`config.mk`:
```
export PLATFORM = sky130hd
export DESIGN_NAME = tdm_sched_seq
export DESIGN_NICKNAME = d
export VERILOG_FILES = /design/src/rtl/tdm_seq_pkg.sv /design/src/rtl/tdm_sched_table.sv /design/src/rtl/tdm_switch_ctrl.sv /design/src/rtl/tdm_entry_walker.sv /design/src/rtl/tdm_sched_seq.sv
export SDC_FILE = /design/constraint.sdc
export NUM_CORES = 1
export LEC_CHECK = 0
export CAP_MARGIN = 20
export CORE_MARGIN = 1.5
export CORE_UTILIZATION = 55
export DETAILED_ROUTE_END_ITERATION = 7
export MAX_ROUTING_LAYER = met4
export PLACE_DENSITY_LB_ADDON = 0.08
export RECOVER_POWER = 100
export SETUP_SLACK_MARGIN = 0.02
export SLEW_MARGIN = 25
export SYNTH_ARGS = -nofsm -noshare
export SYNTH_HDL_FRONTEND = slang
export SYNTH_SLANG_ARGS = --single-unit
export TNS_END_PERCENT = 30
```
`constraint.sdc`:
```
create_clock -name clk -period 10.1 [get_ports clk]
set_clock_uncertainty 0.2 [all_clocks]
set_input_delay 1.515 -clock clk [delete_from_list [all_inputs] [get_ports clk]]
set_output_delay 1.515 -clock clk [all_outputs]
set_load 0.02 [all_outputs]
```
`src/rtl/tdm_seq_pkg.sv`:
```
package tdm_seq_pkg;

  localparam int SLOT_W = 4;

  typedef logic [SLOT_W-1:0] slot_cnt_t;

  // Last cycle of an entry; a count of 0 behaves as 1.
  function automatic logic slot_is_final(slot_cnt_t idx, slot_cnt_t len);
    return (len <= slot_cnt_t'(1)) || (idx == len - slot_cnt_t'(1));
  endfunction

endpackage

```
`src/rtl/tdm_sched_table.sv`:
```
module tdm_sched_table
  import tdm_seq_pkg::*;
#(
  parameter int ADDR_W = 5,
  parameter int DMA_W  = 4
) (
  input  logic              clk,
  input  logic              we,
  input  logic [ADDR_W-1:0] waddr,
  input  logic [DMA_W-1:0]  wdma,
  input  slot_cnt_t         wslots,
  input  logic              wend,
  input  logic [ADDR_W-1:0] raddr,
  output logic [DMA_W-1:0]  rdma,
  output slot_cnt_t         rslots,
  output logic              rend
);

  localparam int DEPTH   = 1 << ADDR_W;
  localparam int ENTRY_W = DMA_W + SLOT_W + 1;

  logic [ENTRY_W-1:0] mem_q [DEPTH];

  // Table storage has no reset; it is loaded through the write port.
  always_ff @(posedge clk) begin
    if (we) mem_q[waddr] <= {wend, wslots, wdma};
  end

  assign {rend, rslots, rdma} = mem_q[raddr];

endmodule

```
`src/rtl/tdm_switch_ctrl.sv`:
```
module tdm_switch_ctrl #(
  parameter int ADDR_W = 5
) (
  input  logic              clk,
  input  logic              rst_n,
  input  logic              req,
  input  logic [ADDR_W-1:0] req_base,
  input  logic              wrap,
  output logic [ADDR_W-1:0] next_base,
  output logic [ADDR_W-1:0] act_base
);

  logic              pend_q, pend_d;
  logic [ADDR_W-1:0] pbase_q, pbase_d;
  logic [ADDR_W-1:0] abase_q, abase_d;

  // The base used at the coming wrap reflects only requests already latched.
  assign next_base = pend_q ? pbase_q : abase_q;
  assign act_base  = abase_q;

  always_comb begin
    pend_d  = pend_q;
    pbase_d = pbase_q;
    abase_d = abase_q;
    if (wrap) begin
      abase_d = next_base;
      pend_d  = 1'b0;
    end
    if (req) begin
      pend_d  = 1'b1;
      pbase_d = req_base;
    end
  end

  always_ff @(posedge clk or negedge rst_n) begin
    if (!rst_n) begin
      pend_q  <= 1'b0;
      pbase_q <= '0;
      abase_q <= '0;
    end else begin
      pend_q  <= pend_d;
      pbase_q <= pbase_d;
      abase_q <= abase_d;
    end
  end


  base_only_at_wrap_chk: assert property (@(posedge clk) disable iff (!rst_n)
    !wrap |=> $stable(abase_q));


  late_req_kept_chk: assert property (@(posedge clk) disable iff (!rst_n)
    (req && wrap) |=> pend_q);


  pend_consumed_chk: assert property (@(posedge clk) disable iff (!rst_n)
    (pend_q && wrap && !req) |=> !pend_q);

endmodule

```
`src/rtl/tdm_entry_walker.sv`:
```
module tdm_entry_walker
  import tdm_seq_pkg::*;
#(
  parameter int ADDR_W = 5
) (
  input  logic              clk,
  input  logic              rst_n,
  input  slot_cnt_t         entry_slots,
  input  logic              entry_end,
  input  logic [ADDR_W-1:0] wrap_base,
  output logic [ADDR_W-1:0] ptr,
  output logic              first_slot,
  output logic              wrap
);

  logic [ADDR_W-1:0] ptr_q, ptr_d;
  slot_cnt_t         sc_q, sc_d;
  logic              head_q, head_d;
  logic              done;

  assign done       = slot_is_final(sc_q, entry_slots);
  assign wrap       = done && entry_end;
  assign ptr        = ptr_q;
  assign first_slot = head_q && (sc_q == '0);

  always_comb begin
    ptr_d  = ptr_q;
    sc_d   = sc_q + slot_cnt_t'(1);
    head_d = head_q;
    if (done) begin
      sc_d   = '0;
      head_d = wrap;
      ptr_d  = wrap ? wrap_base : ptr_q + ADDR_W'(1);
    end
  end

  always_ff @(posedge clk or negedge rst_n) begin
    if (!rst_n) begin
      ptr_q  <= '0;
      sc_q   <= '0;
      head_q <= 1'b1;
    end else begin
      ptr_q  <= ptr_d;
      sc_q   <= sc_d;
      head_q <= head_d;
    end
  end


  ptr_hold_chk: assert property (@(posedge clk) disable iff (!rst_n)
    !done |=> $stable(ptr_q));

endmodule

```
`src/rtl/tdm_sched_seq.sv`:
```
module tdm_sched_seq
  import tdm_seq_pkg::*;
#(
  parameter int ADDR_W = 5,
  parameter int DMA_W  = 4
) (
  input  logic              clk,
  input  logic              rst_n,
  input  logic              tbl_we,
  input  logic [ADDR_W-1:0] tbl_addr,
  input  logic [DMA_W-1:0]  tbl_dma,
  input  logic [3:0]        tbl_slots,
  input  logic              tbl_end,
  input  logic              sw_req,
  input  logic [ADDR_W-1:0] sw_base,
  output logic              slot_valid,
  output logic [DMA_W-1:0]  slot_dma,
  output logic              period_start
);

  localparam logic [DMA_W-1:0] IDLE_IDX = {DMA_W{1'b1}};

  logic              rst_s1_q, rst_s2_q, rs_n;
  logic [ADDR_W-1:0] ptr, next_base, act_base;
  logic [DMA_W-1:0]  ent_dma;
  slot_cnt_t         ent_slots;
  logic              ent_end, first_slot, wrap, ent_idle;

  // Asynchronous assertion, release after two edges.
  always_ff @(posedge clk or negedge rst_n) begin
    if (!rst_n) begin
      rst_s1_q <= 1'b0;
      rst_s2_q <= 1'b0;
    end else begin
      rst_s1_q <= 1'b1;
      rst_s2_q <= rst_s1_q;
    end
  end
  assign rs_n = rst_s2_q;

  tdm_sched_table #(.ADDR_W(ADDR_W), .DMA_W(DMA_W)) i_table (
    .clk    (clk),
    .we     (tbl_we),
    .waddr  (tbl_addr),
    .wdma   (tbl_dma),
    .wslots (tbl_slots),
    .wend   (tbl_end),
    .raddr  (ptr),
    .rdma   (ent_dma),
    .rslots (ent_slots),
    .rend   (ent_end)
  );

  tdm_switch_ctrl #(.ADDR_W(ADDR_W)) i_switch (
    .clk       (clk),
    .rst_n     (rs_n),
    .req       (sw_req),
    .req_base  (sw_base),
    .wrap      (wrap),
    .next_base (next_base),
    .act_base  (act_base)
  );

  tdm_entry_walker #(.ADDR_W(ADDR_W)) i_walker (
    .clk         (clk),
    .rst_n       (rs_n),
    .entry_slots (ent_slots),
    .entry_end   (ent_end),
    .wrap_base   (next_base),
    .ptr         (ptr),
    .first_slot  (first_slot),
    .wrap        (wrap)
  );

  assign ent_idle     = (ent_dma == IDLE_IDX);
  assign slot_valid   = rs_n && !ent_idle;
  assign slot_dma     = slot_valid ? ent_dma : '0;
  assign period_start = rs_n && first_slot;


  wrap_lands_on_base_chk: assert property (@(posedge clk) disable iff (!rs_n)
    wrap |=> (ptr == act_base));


  idle_never_valid_chk: assert property (@(posedge clk) disable iff (!rs_n)
    slot_valid |-> (slot_dma != IDLE_IDX));


  always_comb begin
    if (!rs_n) begin
      quiet_in_reset_chk: assert (!slot_valid && !period_start && slot_dma == '0);
    end
  end

endmodule

```
* Yosys cells after proc, flatten, opt, wreduce, memory -nomap -nowiden
Memories as Yosys holds them, arrays and structs flattened.
Index checks and enable logic that the tools add are counted.
** Storage, ports and cells
- Memories :: 1
- RAM bits :: 288
- Memory bits (read-only) :: 0
- Input bits :: 23
- Register bits :: 23
- Output and inout bits :: 6
- Word-level logic and storage cells :: 31
- Bits in latches :: 0
** Memory list
- i_table.mem_q :: depth 32, bits a word 9, read ports 1, clocked after memory_dff 0, write ports 1, line tdm_sched_table.sv:22 : logic [ENTRY_W-1:0] mem_q [DEPTH];
** Operators by class
- Shifts and indexed selects :: 0
- Bitwise logic cells :: 0
- Magnitude comparators :: 1
- Equality and inequality tests :: 2
- Reduce and logical (&&, ||, !) cells :: 8
- Add/subtract/negate cells :: 3
- Multipliers :: 0
- Divide/modulo/power cells :: 0
- Multiplexer cells :: 8
** Operators by type and width (number)
- $mux 5 :: 2
- $mux 4 :: 2
- $add 5x1->5 const B :: 1
- $add 4x1->4 const B :: 1
- $eq 4x4->1 :: 1
- $eq 4x4->1 const B :: 1
- $le 4x1->1 const B :: 1
- $logic_and 1x1->1 :: 4
- $logic_not 4->1 :: 1
- $mux 1 :: 4
- $sub 4x1->4 const B :: 1
- $reduce_bool 2->1 :: 1
- $logic_not 1->1 :: 1
- $logic_or 1x1->1 :: 1

* Logic depth before layout (Yosys ltp)
An unclocked memory read counts as a cell.
- Depth after elaboration :: 7
- Gate-level depth with buffers :: 14
- Mapped depth without buffers :: 11

* By module
From an unflattened synthesis, not the netlist that was laid out.
** Second synthesis, totals
- Cells, all modules :: 558
- Area total of the unflattened synthesis :: 12381.9 sq um
** Modules (own cells, without submodules)
- tdm_sched_table :: times used 1, area an instance 11101.9 sq um, seq. area each 8648.3 sq um, cells each 454
- tdm_entry_walker :: times used 1, area an instance 664.4 sq um, seq. area each 251.5 sq um, cells each 59
- tdm_switch_ctrl :: times used 1, area an instance 501.7 sq um, seq. area each 275.3 sq um, cells each 31
- tdm_sched_seq :: times used 1, area an instance 113.9 sq um, seq. area each 50.0 sq um, cells each 14

* Worst setup path after synthesis
OpenSTA, ideal clock, no wires.
- Kind :: register -> output
- From :: register i_walker.ptr_q[1] (netlist: i_walker.ptr[1])
- To :: output slot_dma[0]
- Data arrival time :: 2.878 ns
- Path buffers :: 5
- Stages on the path, launching flop included :: 11
- Slack :: 5.507 ns
- Required time :: 8.385 ns
- Cell sequence :: dfrtp_1 -> buf_6 -> buf_12 -> buf_4 -> buf_2 -> clkbuf_1 -> mux4_2 -> mux4_2 -> mux2i_1 -> o41ai_1 -> nor2_1
** On the way
- Cells in the longest elaborated chain, start to end :: 5
** RTL lines
- start, declared :: line tdm_entry_walker.sv:16 : logic [ADDR_W-1:0] ptr_q, ptr_d;
- start signal, assigned :: line tdm_entry_walker.sv:43 : ptr_q <= ptr_d;
- $mem_v2 32x9 *
- $eq 4x4->1 :: line tdm_sched_seq.sv:75 : assign ent_idle = (ent_dma == IDLE_IDX);
- $logic_not 1->1 :: line tdm_sched_seq.sv:76 : assign slot_valid = rs_n && !ent_idle;
- $logic_and 1x1->1 :: line tdm_sched_seq.sv:76
- $mux 4 * :: line tdm_sched_seq.sv:77 : assign slot_dma = slot_valid ? ent_dma : '0;
- end, declared :: line tdm_sched_seq.sv:17 : output logic [DMA_W-1:0] slot_dma,
Every way passes the cells marked *; elsewhere a longest branch is shown, timed or not.

* Final worst setup path
- From :: register i_walker.ptr_q[1] (netlist: i_walker.ptr[1])
- To :: output slot_dma[3]
Same word-level chain as after synthesis.

==> impl_metrics.py <==
metrics = {
    "critical_path": {
        "critPathMostFrequentCell": "mux4_2",
        "start_kind": "flop",
        "cp.required_ps": 8390,
        "path_cells": "buf_4 -> mux4_2 -> mux4_2 -> mux2i_1 -> o41ai_1 -> nor2_1 -> dlygate4sd3_1",
        "critical_path_class": "flop to output port",
        "cpMaxStageDelayCell": "dfrtp_1",
        "cp_data_arrival_time_ps": 5130,
        "crit_path_max_fanout": 56,
        "worstSetupEndpointType": "output port",
        "cp_slowest_stage_delay_ps": 1340,
    },
    "grt": {
        "overflow": 0,
        "met2_usage_pct": 37.4,
        "grt_max_degree": 57,
        "track_usage_pct": 23.3,
        "grt_pass1_vias": 6212,
        "gr-max-usage-layer": "met2",
        "use_met1_pct": 31.9,
        "grt_pass1_wl_mm": 39.1,
        "antenna_found_initial": 0,
        "grtUsageMet3_pct": 3.78,
    },
    "synthesis": {
        "syn_inst": 625,
        "yosysSeqAreaShare_pct": 73.7,
        "async_reset_ff_share_pct": 7.40,
        "synth_fp_nets": 653,
        "synth.avg_cell_area_um2": 20.0,
        "synth_area_um2": 12500,
        "yosysWarningCount": 0,
        "synth_edf_count": 288,
        "synth_area_leader_cell": "edfxtp_1",
        "synth_top_area_share_pct": 69.1,
        "ys_seq_elements": 311,
        "synthTopCellsByArea": "edfxtp_1 69%, mux4_2 13%, dfrtp_1 4.4%, mux2i_1 2.3%, nor2_1 1.5%",
        "ys_types": 54,
        "synthFlopType": "edfxtp_1",
    },
    "final_layout": {
        "finalInstanceArea_um2": 13900,
        "syn_to_final_growth_pct": 10.9,
        "insertedDiodeCount": 0,
        "fin_util_pct": 61.7,
        "final_common_cell": "edfxtp_1",
        "final_layout_size_suffix_gt1_share_pct": 20.0,
        "final_cell_mix": "288 x edfxtp_1, 72 x mux4_2, 51 x nor2_1",
        "fillCellCount": 1611,
        "layout.nets": 689,
    },
    "clock_tree": {
        "cts_setup_buffers": 0,
        "ctsResizeCount": 0,
        "clk_path_buf_depth": 3,
        "hold_buffers": 0,
        "clkLatencyLatePin_ps": 570,
        "clk_pin_slew_ps": 70,
        "cts_tree": "built",
        "clock-sinks": 311,
        "cts-buffers-inserted": 30,
        "cts_max_level": 1,
        "clockRootBuffer": "clkbuf_16",
    },
    "floorplanning": {
        "rows": 55,
        "die_h_um": 154,
        "die-area_um2": 23700,
        "ios": 29,
        "start_util_pct": 55.7,
        "core-area_um2": 22500,
        "die_x_um": 154,
    },
    "power": {
        "p_leak_uw": 0.00451,
        "p_total_uw": 3760,
        "peakVddDrop_uv": 161,
        "power_density_nw_per_um2": 270,
    },
    "timing": {
        "hold_viol": 0,
        "period_share_pct": 67.8,
        "slew_violations": 8,
        "max_slew.worst_pin.slew_ps": 1680,
        "finalSetupViolations": 0,
        "rsz0062_at_grt": "false",
        "finalCriticalPeriod_ps": 6850,
        "setup_tns_ps": 0,
        "relSlewSlack_pct": -13.6,
        "fmax_mhz": 146,
    },
    "route": {
        "first_pass_iters": 5,
        "via_count": 6033,
        "drcViolationCount": 0,
        "viasPerCell": 6.23,
        "finalWirelength_mm": 25.8,
        "routedWlPerCell_um": 26.7,
        "antenna_left": 0,
        "drtIter0Drc": 506,
    },
    "hold_path": {
        "hp-class": "flop to flop",
    },
    "placement": {
        "place_area_um2": 13100,
        "place_congestion": 0.791,
        "port_buffers": 28,
        "dp.final_hpwl_mm": 15.8,
    },
    "run_status": {
        "violations": "max-capacitance violations, max-slew violations",
        "status": "finished with violations",
    },
    "run": {
        "drv_cap": 2,
    },
}
-- metal layers --
metal  up-vias  routed length, um
li1       2623                  -
met1      3182              11100
met2       189              12900
met3        39               1300
met4         0                530
met5         -                  0
-- power breakdown --
part | switching (uW) | internal, uW | leakage [uW] | total [uW]
combinational | 586 | 526 | 0.00117 | 1110
clock | 467 | 625 | 0.000477 | 1090
sequential | 89.0 | 1460 | 0.00287 | 1550
-- logic make-up after synthesis --
group                    count (synthesis)  synth area share (%)
adder cells (fa/ha/maj)                  5                 0.500
flip-flops                             311                  73.7
other                                    1                0.0299
AND/OR/NAND/NOR                        112                  4.30
XOR/XNOR                                 5                 0.350
buffers and inverters                   39                  1.58
multiplexers                           114                  16.7
AO/OA/AOI/OAI                           38                  2.86
-- worst max-delay path: cells and delay by family, from the launching register on --
family	cells	cell delay, ps
flops	1	1340
buf+inv	2	1580
mux	3	710
compound gates	1	790
simple gates	1	100
-- metrics by stage --
step	instances	hold WS, ps	setup WS, ps
after floorplan	625	83.6	5510
after global placement	914	48.9	4650
after detailed placement	914	42.5	4560
after CTS	969	30.0	3950
after global routing	969	166	2660
final	969	152	3250
-- cell usage after synthesis, drive strengths merged, types with 5 or more instances --
library cell	number
a22oi	10
and3	6
buf	21
clkbuf	8
dfrtp	22
edfxtp	288
ha	5
inv	10
mux2	12
mux2i	29
mux4	73
nand2	25
nand3	5
nand3b	5
nor2	51
-- path summary, 6_finish.rpt --
check                                       startpoint                           to  slack [ps]  cells past startpoint
setup / recovery           i_walker.ptr[1]$_DFFE_PN0N_                  slot_dma[3]        3250                      7
hold / removal                      rst_s1_q$_DFF_PN0_               rs_n$_DFF_PN0_         150                      0
setup reg to reg           i_walker.ptr[1]$_DFFE_PN0N_  i_walker.ptr[1]$_DFFE_PN0N_        3420                     10
hold reg to reg                     rst_s1_q$_DFF_PN0_               rs_n$_DFF_PN0_         150                      0
max in group asynchronous               rs_n$_DFF_PN0_  i_walker.ptr[0]$_DFFE_PN0N_        8220                      1
min in group asynchronous               rs_n$_DFF_PN0_  i_walker.ptr[0]$_DFFE_PN0N_         460                      1
-- flip-flops by register name (all words and copies together), names as in the netlist --
register / cells
i_switch.act_base: 5
i_switch.pbase_q: 5
i_switch.pend_q: 1
i_table.mem_q: 288
i_walker.head_q: 1
i_walker.ptr: 5
i_walker.sc_q: 4
rs_n: 1
rst_s1_q: 1
-- final cells by class --
class	count	area, um2	share of cell area (%)
flip-flops and latches	311	9230	66.4
multi-input cells	275	3030	21.8
clock inverters	19	200	1.44
well taps	285	357	2.57
repair buffers	33	264	1.90
clock buffers	36	773	5.57
inverters	10	37.5	0.270
(Power assumes the default switching activity.)
